<file path="src/rtl/ucode_alu.sv">
module ucode_alu #(
  parameter int W = 16,
  localparam int SW = $clog2(W)
) (
  input  logic          clk,
  input  logic          rst_n,
  input  logic          en,
  input  logic [3:0]    op,
  input  logic          use_cy,
  input  logic          set_cy,
  input  logic [W-1:0]  a,
  input  logic [W-1:0]  b,
  input  logic [SW-1:0] xshift,
  input  logic [SW-1:0] xwidth,
  output logic [W-1:0]  result,
  output logic          carry_next,
  output logic          carry
);
  localparam logic [3:0] OP_ADD = 4'd0, OP_SUB = 4'd1, OP_SRA = 4'd2, OP_OR  = 4'd3,
                         OP_AND = 4'd4, OP_XOR = 4'd5, OP_SHR = 4'd6, OP_SHL = 4'd7,
                         OP_XSR = 4'd8, OP_ROL = 4'd9, OP_ROR = 4'd10, OP_CLR = 4'd11;

  logic [SW-1:0]  sh;
  logic [SW:0]    back;
  logic [W:0]     sum, dif;
  logic [2*W-1:0] win;
  logic [W-1:0]   msk;
  logic           arith;

  assign sh    = b[SW-1:0];
  assign back  = (SW+1)'(W) - {1'b0, sh};
  assign sum   = {1'b0, a} + {1'b0, b} + {{W{1'b0}}, use_cy & carry};
  assign dif   = {1'b0, a} - {1'b0, b} - {{W{1'b0}}, use_cy & ~carry};
  assign win   = {b, a} >> xshift;
  assign msk   = {W{1'b1}} >> (SW'(W-1) - xwidth);
  assign arith = (op == OP_ADD) || (op == OP_SUB);

  always_comb begin
    carry_next = carry;
    case (op)
      OP_ADD: begin result = sum[W-1:0]; carry_next = sum[W]; end
      OP_SUB: begin result = dif[W-1:0]; carry_next = ~dif[W]; end
      OP_SRA: result = W'($signed(a) >>> sh);
      OP_OR:  result = a | b;
      OP_AND: result = a & b;
      OP_XOR: result = a ^ b;
      OP_SHR: result = a >> sh;
      OP_SHL: result = a << sh;
      OP_XSR: result = win[W-1:0] & msk;
      OP_ROL: result = (a << sh) | (a >> back);
      OP_ROR: result = (a >> sh) | (a << back);
      OP_CLR: result = a & ~b;
      default: result = '0;
    endcase
  end

  always_ff @(posedge clk or negedge rst_n)
    if (!rst_n)                     carry <= 1'b0;
    else if (en && set_cy && arith) carry <= carry_next;


  carry_load_chk: assert property (@(posedge clk) disable iff (!rst_n)
    (en && set_cy && arith) |=> carry == $past(carry_next));

  carry_hold_chk: assert property (@(posedge clk) disable iff (!rst_n)
    !(en && set_cy && arith) |=> $stable(carry));

  carry_pass_chk: assert property (@(posedge clk) disable iff (!rst_n)
    !arith |-> carry_next == carry);

  rot_bits_chk: assert property (@(posedge clk) disable iff (!rst_n)
    (op == OP_ROL || op == OP_ROR) |-> $countones(result) == $countones(a));

  clr_mask_chk: assert property (@(posedge clk) disable iff (!rst_n)
    (op == OP_CLR) |-> (result & b) == '0);

  xsr_width_chk: assert property (@(posedge clk) disable iff (!rst_n)
    (op == OP_XSR) |-> (result & ~msk) == '0);
endmodule

</file>
<file path="config.mk">
export PLATFORM = sky130hd
export DESIGN_NAME = ucode_alu
export DESIGN_NICKNAME = d
export VERILOG_FILES = /design/src/rtl/ucode_alu.sv
export SDC_FILE = /design/constraint.sdc
export NUM_CORES = 1
export LEC_CHECK = 0
export CAP_MARGIN = 25
export CELL_PAD_IN_SITES_DETAIL_PLACEMENT = 2
export CELL_PAD_IN_SITES_GLOBAL_PLACEMENT = 2
export CORE_ASPECT_RATIO = 1.25
export CORE_UTILIZATION = 36
export DETAILED_ROUTE_END_ITERATION = 12
export PLACE_DENSITY_LB_ADDON = 0.1
export SETUP_SLACK_MARGIN = 0.05
export SYNTH_ARGS = -nofsm -noshare
export SYNTH_HDL_FRONTEND = slang
export SYNTH_SLANG_ARGS = --single-unit
</file>
<file path="constraint.sdc">
create_clock -name clk -period 7.3 [get_ports clk]
set_clock_uncertainty 0.1 [all_clocks]
set_input_delay 1.46 -clock clk [delete_from_list [all_inputs] [get_ports clk]]
set_output_delay 1.46 -clock clk [all_outputs]
set_load 0.01 [all_outputs]
</file>
== After elaboration in Yosys (flattened, before gate mapping) ==
Cells that the tools add are included.

* Register bits after elaboration: 1
* Bits in latches: 0
* Memory bits (writable): 0
* Memory bits (read-only): 0
* Bits of input ports: 49
* Output and inout bits: 18
* Word-level logic and storage cells: 43
* Memories: 0

* $add $sub $neg: 6
* Multipliers: 0
* Div/mod/pow operators: 0
* Order comparisons: 0
* Eq/ne operators: 11
* Shifts and indexed selects: 7
* Muxes and demuxes: 2
* Bitwise logic cells: 12
* Reductions and logical operators: 4

{| class="wikitable"
|+ Operators with widths
! operator !! count
|-
| one-hot mux 16 bit (12 select lines) || 1
|-
| AND 16 bit || 3
|-
| OR 16 bit || 3
|-
| right shift 32 x 4 -> 16 bit || 1
|-
| adder 16 x 16 -> 17 bit || 1
|-
| adder 17 x 1 -> 17 bit || 1
|-
| subtractor 16 x 16 -> 17 bit || 1
|-
| subtractor 17 x 1 -> 17 bit || 1
|-
| == test 4 x 3 -> 1 bit (second input constant) || 4
|-
| == test 4 bit (second input constant) || 4
|-
| NOT 16 bit || 1
|-
| << shifter 16 x 4 -> 16 bit || 1
|-
| << shifter 16 x 5 -> 16 bit || 1
|-
| right shift 16 x 4 -> 16 bit || 1
|-
| right shift 16 x 4 -> 16 bit (first input constant) || 1
|-
| right shift 16 x 5 -> 16 bit || 1
|-
| >>> shifter 16 x 4 -> 16 bit || 1
|-
| XOR 16 bit || 1
|-
| == test 4 x 2 -> 1 bit (second input constant) || 2
|-
| subtractor 5 x 4 -> 5 bit (first input constant) || 1
|-
| == test 4 x 1 -> 1 bit (second input constant) || 1
|-
| logical NOT 4 bit || 1
|-
| subtractor 4 bit (first input constant) || 1
|-
| AND 1 bit || 2
|-
| other kinds (4) || 6
|}

== Logic depth before layout (Yosys ltp) ==
Gate-level depths: netlist of run 1.

* Depth after elaboration: 5
* Gate-level depth with buffers: 15

== Least setup slack after synthesis of run 1 ==
Ideal clock, no wire load.

* Path type: input to output
* Start point: input b[0]
* End point: output result[14]
* Arrival time: 4.842 ns
* Setup slack: 0.898 ns
* Stages: 15
* Path buffers: 2
* Cells stage by stage: buf_6 -> buf_2 -> inv_2 -> fa_1 -> inv_1 -> ha_1 -> or2_2 -> fa_1 -> o21a_1 -> or4_1 -> nand3_1 -> a211o_1 -> o21bai_1 -> xor2_1 -> a221o_1

* Cells in the longest elaborated chain, start to end: 4
* Elaborated cells on any way between the ends: 15

{| class="wikitable"
|+ Ends and longest elaborated chain
! item !! line !! text
|-
| start, declared || 12 || <nowiki>input logic [W-1:0] b,</nowiki>
|-
| branches (longest 3 deep; another with subtractor 16 x 16 -> 17 bit) || - ||
|-
| one-hot mux 16 bit (12 select lines) (*) || 40 || <nowiki>case (op)</nowiki>
|-
| end, declared || 15 || <nowiki>output logic [W-1:0] result,</nowiki>
|}

Mark *: on every way between the ends.

== Worst setup path in the final report of run 1 ==
* Start point: input use_cy
* End point: output result[14]

* Cells in the longest elaborated chain, start to end: 3
* Elaborated cells on any way between the ends: 5

{| class="wikitable"
|+ Ends and longest elaborated chain
! item !! line !! text
|-
| start, declared || 9 || <nowiki>input logic use_cy,</nowiki>
|-
| AND 1 bit (on tied branches) || 33, 32 ||
|-
| subtractor 17 x 1 -> 17 bit or adder 17 x 1 -> 17 bit (tied branches) || 33, 32 ||
|-
| one-hot mux 16 bit (12 select lines) (*) || 40 ||
|}

Mark *: on every way between the ends. The rest lies on a longest branch, timed or not.

==> results of run 1 <==
-- worst min path at each step --
stage | start | to | slack, ps
detailed placement | carry | carry | 620
CTS | carry | carry | 620
global placement | carry | carry | 610
global route | carry | carry | 620
floorplan | carry | carry | 490
finish | carry | carry | 600
-- layout by cell type (no fill, tap or decap), types with 5 or more instances in the layout --
cell type	instances
clkdlybuf4s50_1	60
a22oi_1	5
a21oi_1	56
o2111ai_1	10
o32ai_1	6
a211oi_1	22
and2_1	7
inv_1	52
o22ai_1	9
mux2_2	15
o21a_1	5
a21o_1	12
mux2i_1	40
a31oi_1	15
ha_1	63
xnor2_1	24
nand3_1	27
buf_4	67
o211ai_1	23
and3_1	5
o21ai_0	66
xor2_1	12
nand2_1	90
o221ai_1	5
o21bai_1	5
mux4_2	72
nand2b_1	9
nor2b_1	10
nor3_1	19
nand4_1	9
nor2_1	96
-- critical path, cell delays in order --
cell and delay, ps:
clkdlybuf4s50_1 480, nand2_1 100, fa_1 530, inv_1 50, ha_1 180, or2_2 290
fa_1 440, o21a_1 200, or4_1 460, nand3_2 140, a211o_4 180, o21bai_1 80
xor2_1 140, a221o_1 300, clkdlybuf4s50_1 480
-- what timing repair did --
item / CTS / global route
hold endpoints to repair: 0 / 0
endpoints found under the setup margin: 0 / 4
gates resized for setup: 0 / 3
-- layer usage --
layer / track usage [%] / vias up / wire (um)
met2: 63.1 / 409 / 19100
met5: 0 / - / 0
met4: 22.5 / 0 / 2820
met1: 45.5 / 4603 / 16200
li1: - / 3824 / -
met3: 4.94 / 147 / 2750
-- final cells by class --
class,instances,area [um^2]
Fill cell,2414,11700
Multi-Input combinational cell,834,6940
Timing Repair Buffer,133,1150
Tap cell,270,338
Sequential cell,1,25.0
Inverter,56,210
Antenna cell,1,2.50
-- synth_stat cells (15+ instances only) --
cell and n:
ha_1 63, a21oi_1 56, nor3_1 19, mux2_2 15, nand2_1 90, mux4_2 72
nor2_1 96, a31oi_1 15, o211ai_1 23, nand3_1 28, o21ai_0 66, clkbuf_1 44
xnor2_1 24, mux2i_1 40, buf_2 33, inv_1 52, a211oi_1 22
-- cells by family after synthesis --
kind of cell	Yosys count
buffers and inverters	148
flip-flops	1
adder cells (fa/ha/maj)	67
AO/OA/AOI/OAI	294
XOR/XNOR	38
multiplexers	128
AND/OR/NAND/NOR	307
-- through the flow --
step | utilization [%] | std cells | setup slack (ps) | hold WS (ps)
finish | 42.5 | 1295 | 211 | 604
global route | 42.5 | 1294 | 88.7 | 618
CTS | 42.4 | 1294 | 71.1 | 620
detailed placement | 42.4 | 1294 | 83.0 | 621
global placement | 42.3 | 1293 | 180 | 615
floorplan | - | 983 | 898 | 490
==> impl_metrics.tcl, run 1 <==
set metrics [dict create \
    drt_iter0_drc 734 \
    drt-total-wl_mm 40.8 \
    initial_core_util_pct 37.1 \
    synth_cell_types 87 \
    placed_cell_area_um2 8640 \
    antenna_found_initial 1 \
    max_flop_register "carry" \
    firstDrtPassIters 4 \
    synthMuxAreaShare_pct 29.2 \
    hold_viol 0 \
    finalCritPeriodShare_pct 97.1 \
    ys.warnings.count 0 \
    core_area_um2 20400 \
    synth_area_leaders "mux4_2 (21%), ha_1 (10%), mux2i_1 (5.3%), nor2_1 (4.8%), nand2_1 (4.5%)" \
    overflow 0 \
    routed-via-count 8983 \
    hold_buffers 0 \
    syn-cell-area_um2 7570 \
    cts_setup_buffers 0 \
    worstReg2RegStart "carry" \
    drive_above_1_share_pct 17.8 \
    fin_area_um2 8660 \
    worst-path-max-fanout 4 \
    dp_hpwl_mm 31.9 \
    synth_nets 1099 \
    crit_end "result[14]" \
    rr_endpoint "carry" \
    avgSynthCellArea_um2 7.70 \
    cp_data_arrival_time_ps 5530 \
    largest_reg_flops 1 \
    grt_pass1_vias 9337 \
    gr-usage-all-layers_pct 37.4 \
    critPathLaunchType "primary input" \
    synth_edf_count 0 \
    areaGrowthSynthToFinish_pct 14.4 \
    worstHoldPathCells 2 \
    r2r_cells 14 \
    drv_slew 0 \
    drv_cap 0 \
    tns_ps 0 \
    gp_congestion 1.02 \
    synth_top_area_share_pct 21.4 \
    port_buffers 66 \
    synth_area_leader_cell "mux4_2" \
    synthAdderAreaFrac_pct 11.5 \
    synth_top_family_by_area "multiplexers" \
    min_period_ps 7090 \
    path_class "primary input to output port" \
    ant_nets 0 \
    ys_async_sr_fraction_pct 100 \
    final-setup-viol-count 0 \
    rows 58 \
    crit_path_end_kind "output port" \
    synth_compound_area_share_pct 26.5 \
    grt_max_degree 53 \
    rsz0062_at_grt "no" \
    synth.ff_latch_count 1 \
    routedWlPerCell_um 31.5 \
    worst_slew_pin_slew_ps 968 \
    grt_pass1_wl_mm 60.7 \
    syn_inst 983 \
    hold_class "flop to flop" \
    outcome "completed" \
    max_freq_mhz 141 \
    reg_top3 "carry (1)" \
    r2r_slack_ps 3420 \
    cp.required_ps 5740 \
    clock_latency_ps 0 \
    drc 0 \
    die-height_um 164 \
    startpoint "use_cy" \
    synth_ff_type "dfrtp_1" \
    ys_seq_area_share_pct 0.331 \
    io_pins 67 \
    clkTransAtPathRegs_ps 0 \
    relSlewSlack_pct 35.5 \
    dieArea_um2 21600 \
    synth_xor_area_share_pct 4.75 \
    via_per_inst 6.94 \
    dieWidth_um 132 \
    synth-simple-area-share_pct 19.1 \
    fin_nets 1142 \
]
==> run 2, diff against run 1 <==
PLACE_DENSITY = 0.88   (was unset)
PLACE_DENSITY_LB_ADDON = unset   (was 0.1)
==> run 2 against run 1 <==
Compared with the run above:
- critical path depth did not move
- maximum frequency fell by 0.48%
- worst setup slack got worse by 34 ps
- via count rose by 1.9%
- hold slack got worse by 11 ps
- final area fell by 0.30%
- die area did not move
- first-iteration DRC count rose by 27%
- critical path type unchanged
==> impl_metrics.tcl, run 2 (synthesis gave the netlist of run 1 again) <==
set metrics [dict create \
    antenna_cells 0 \
    grt_pass1_wl_mm 62.9 \
    cp_data_arrival_time_ps 5560 \
    min_period_ps 7120 \
    placed_cell_area_um2 8620 \
    relSlewSlack_pct 28.4 \
    dp.cells 1292 \
    final-setup-viol-count 0 \
    fin_cells 1292 \
    r2r_slack_ps 3440 \
    crit_path_end_kind "output port" \
    power.density_nw_per_um2 93.8 \
    cpMostUsedCell "clkdlybuf4s50_1" \
    ant_nets 0 \
    rsz0062_at_grt "no" \
    port_buffers 66 \
    tns_ps 0 \
    routed-via-count 9154 \
    gr-usage-all-layers_pct 38.7 \
    hold_viol 0 \
    final_util_pct 42.3 \
    max_freq_mhz 140 \
    path_class "primary input to output port" \
    io_pins 67 \
    die-height_um 164 \
    final_common_cell "nor2_1" \
    dieArea_um2 21600 \
    startpoint "use_cy" \
    drv_slew 0 \
    worst_path_largest_cell_delay_ps 540 \
    grt_max_degree 53 \
    gp_congestion 1.01 \
    fillers 2350 \
    drv_cap 0 \
    r2r_cells 14 \
    finalCritPeriodShare_pct 97.6 \
    drt-total-wl_mm 41.9 \
    layout_setup_ws_ps 177 \
    cp.required_ps 5740 \
    max_flop_register "carry" \
    reg_top3 "carry (1)" \
    drt_iter0_drc 930 \
    crit_end "result[14]" \
    rr_endpoint "carry" \
    path_cells "clkdlybuf4s50_1 -> nand2_1 -> fa_1 -> inv_1 -> ha_1 -> or2_2 -> fa_2 -> o21a_1 -> or4_4 -> nand3_2 -> a211o_1 -> o21bai_1 -> xor2_1 -> a221o_1 -> clkdlybuf4s50_1" \
    core_area_um2 20400 \
    dp_slack_ps 21.1 \
    drive_above_1_share_pct 17.8 \
    dp_hpwl_mm 32.9 \
    worst_slew_pin_slew_ps 1070 \
    firstDrtPassIters 5 \
    drc 0 \
    routedWlPerCell_um 32.4 \
    clkTransAtPathRegs_ps 0 \
    via_per_inst 7.09 \
    grt_pass1_vias 9833 \
    leakage_nw 3.36 \
    outcome "completed" \
    cp_slowest_cell "fa_1" \
    final_cell_mix "nor2_1 (96), nand2_1 (90), mux4_2 (72), o21ai_0 (66), buf_4 (65)" \
    dieWidth_um 132 \
    areaGrowthSynthToFinish_pct 14.1 \
    vdd_drop_max_mv 0.0455 \
    fin_area_um2 8630 \
    rows 58 \
    cts_setup_buffers 0 \
    worst-path-max-fanout 4 \
    largest_reg_flops 1 \
    critPathLaunchType "primary input" \
    antenna_found_initial 0 \
    hold_class "flop to flop" \
    worstReg2RegStart "carry" \
    initial_core_util_pct 37.1 \
    fin_nets 1140 \
    clock_latency_ps 0 \
    overflow 0 \
]
[run 2: cell count changes in the layout (fill, tap and decap cells not counted), sizes merged]
cell,delta
diode,-1
clkdlybuf4s50,+1
buf,-2
dlymetal6s2s,-1
[run 2: stage by stage]
stage	hold slack [ps]	power, mW
after floorplan	490	0.489
after global placement	623	0.746
after detailed placement	627	0.786
after CTS	632	0.791
after global routing	642	0.849
final	594	0.810
[run 2: report_power, final]
group | switching, mW | internal, mW
sequential | 0.000992 | 0.00701
clock | 0 | 0
combinational | 0.480 | 0.322
[run 2: critical path: cells and delay by family]
| family | cells | cell delay, ps |
|---|---|---|
| adder cells (fa/ha/maj) | 3 | 1120 |
| buffers and inverters | 3 | 1020 |
| AND/OR/NAND/NOR | 4 | 970 |
| AO/OA/AOI/OAI | 4 | 840 |
| XOR/XNOR | 1 | 150 |
[run 2: cell type report]
cell class                      instances  area, um^2  area share (%)
Multi-Input combinational cell        834        6930            80.3
Timing Repair Buffer                  131        1130            13.1
Tap cell                              270         338            3.91
Inverter                               56         210            2.43
Sequential cell                         1        25.0           0.290
[run 2: worst min-delay path by stage]
stage / cells after the start / slack, ps / from / end
after floorplan: 2 / 490 / carry / carry
after global placement: 2 / 620 / carry / carry
after CTS: 2 / 630 / carry / carry
after global routing: 2 / 640 / carry / carry
final: 2 / 590 / carry / carry
after detailed placement: 2 / 630 / carry / carry
[run 2: timing repair]
action	in CTS	in global routing
pin swaps	1	1
setup endpoints to repair	2	3
gates resized for setup	2	2
hold buffers	0	0
[run 2: routing by layer]
| metal | share of wire, % | wire [um] | GRT usage (%) |
|---|---|---|---|
| met1 | 37 | 15400 | 44.4 |
| met3 | 7.3 | 3040 | 5.12 |
| met4 | 8.7 | 3650 | 29.7 |
| met5 | 0 | 0 | 0 |
| met2 | 47 | 19800 | 65.9 |
Note: power is estimated with default switching activity, not from simulation.
==> run 3, diff against run 2 <==
CORE_MARGIN = 2   (was unset)
==> run 3 against run 2 <==
Compared with the run above:
- final area is 0.29% higher
- combinational power is essentially flat
- worst setup slack lost 38 ps
- core utilization shrank 0.60 points
- critical path depth is the same
- maximum frequency is 0.53% lower
- critical endpoint unchanged
- first-iteration DRC count increased by 13%
- register-to-register slack worse by 140 ps
- global-route usage decreased by 1.9 points
- die area increased by 2.8%
- sequential share of layout area barely moved
- sequential cell count unchanged
==> impl_metrics.tcl, run 3 (synthesis gave the netlist of run 1 again) <==
set metrics [dict create \
    placed_cell_area_um2 8640 \
    gp_congestion 1.08 \
    hold_class "flop to flop" \
    drc 0 \
    rsz0062_at_grt "no" \
    antenna_found_initial 1 \
    dieArea_um2 22200 \
    grt_max_degree 53 \
    clock_latency_ps 0 \
    cp_data_arrival_time_ps 5600 \
    grt_pass1_vias 9630 \
    worst_slew_pin_slew_ps 847 \
    crit_path_end_kind "output port" \
    vdd_drop_max_mv 0.0443 \
    gr-usage-all-layers_pct 36.8 \
    dp_hpwl_mm 32.9 \
    areaGrowthSynthToFinish_pct 14.4 \
    fin_nets 1142 \
    clkTransAtPathRegs_ps 0 \
    initial_core_util_pct 36.5 \
    rows 59 \
    critPathLaunchType "primary input" \
    die-height_um 166 \
    routedWlPerCell_um 32.1 \
    cp.required_ps 5740 \
    max_flop_register "carry" \
    path_class "primary input to output port" \
    tns_ps 0 \
    power.density_nw_per_um2 93.6 \
    via_per_inst 7.11 \
    dp.cells 1298 \
    timing.hold.ws_ps 631 \
    final-setup-viol-count 0 \
    final_cell_mix "nor2_1 (96), nand2_1 (90), mux4_2 (72), buf_4 (68), o21ai_0 (66)" \
    grt_pass1_wl_mm 62.4 \
    firstDrtPassIters 5 \
    reg_top3 "carry (1)" \
    dieWidth_um 134 \
    drv_slew 0 \
    overflow 0 \
    hold_viol 0 \
    min_period_ps 7160 \
    final_util_pct 41.7 \
    largest_reg_flops 1 \
    relSlewSlack_pct 42.1 \
    drv_cap 0 \
    final_common_cell "nor2_1" \
    finalCritPeriodShare_pct 98.1 \
    routed-via-count 9229 \
    antenna_cells 0 \
    drive_above_1_share_pct 17.8 \
    fin_area_um2 8660 \
    ant_nets 0 \
    max_freq_mhz 140 \
    io_pins 67 \
    leakage_nw 3.39 \
    port_buffers 66 \
    worst-path-max-fanout 4 \
    drt-total-wl_mm 41.7 \
    cts_setup_buffers 0 \
    core_area_um2 20700 \
    drt_iter0_drc 1055 \
    outcome "completed" \
    fin_cells 1298 \
]
==> run 3: cell count changes in the layout (fill, tap and decap cells not counted) <==
cell	previous run	this run
clkdlybuf4s50_1	61	60
clkdlybuf4s15_2	1	0
fa_2	1	0
nor4bb_4	0	1
or4_4	1	0
dlymetal6s2s_1	0	1
a211oi_1	21	22
nor4bb_2	2	1
buf_4	65	68
a211oi_2	1	0
or4_1	0	1
fa_1	3	4
a211o_1	5	4
a211o_4	0	1
==> run 3: cell type report <==
class,count,area [um^2]
fillers,2370,12100
inverters,56,210
multi-input cells,834,6940
flip-flops and latches,1,25.0
well taps,274,343
repair buffers,133,1140
==> run 3: final timing paths <==
path                            cells past startpoint    endpoint  slack, ps  startpoint
min in group asynchronous                           1       carry       1510       rst_n
worst min register to register                      2       carry        630       carry
worst min-delay path                                2       carry        630       carry
max in group asynchronous                           1       carry       5490       rst_n
worst max-delay path                               15  result[14]        140      use_cy
worst max register to register                     14       carry       3300       carry
==> run 3: through the flow <==
step                power, mW  worst slack (ps)
floorplan               0.489               898
global placement        0.748               183
detailed placement      0.785              10.8
CTS                     0.789              57.4
global route            0.851              56.3
finish                  0.810               139
==> run 3: power by group <==
group	switching, mW	internal [mW]	total [mW]
Combinational	0.479	0.323	0.802
Clock	0	0	0
Sequential	0.00107	0.00702	0.00809
==> run 3: what timing repair did <==
action / in CTS / in global routing
resized for setup: 1 / 2
hold buffers: 0 / 0
setup endpoints to repair: 2 / 3
pin swaps: 1 / 0
==> run 3: metal layers <==
metal	wire length [um]	vias to the layer above	part of all wire (%)	GRT usage, %
li1	-	3825	-	-
met2	19500	551	47	60.8
met4	3690	2	8.8	24.4
met1	15400	4653	37	44.7
met5	11	-	0.026	0
met3	3030	198	7.3	4.76
==> run 3: worst max-delay path, stage by stage <==
cell,delay (ps)
clkdlybuf4s50_1,480
nand2_1,100
fa_1,520
inv_1,60
ha_1,180
or2_2,290
fa_1,460
o21a_1,220
or4_1,490
nand3_2,150
a211o_4,180
o21bai_1,80
xor2_1,140
a221o_1,290
clkdlybuf4s50_1,480
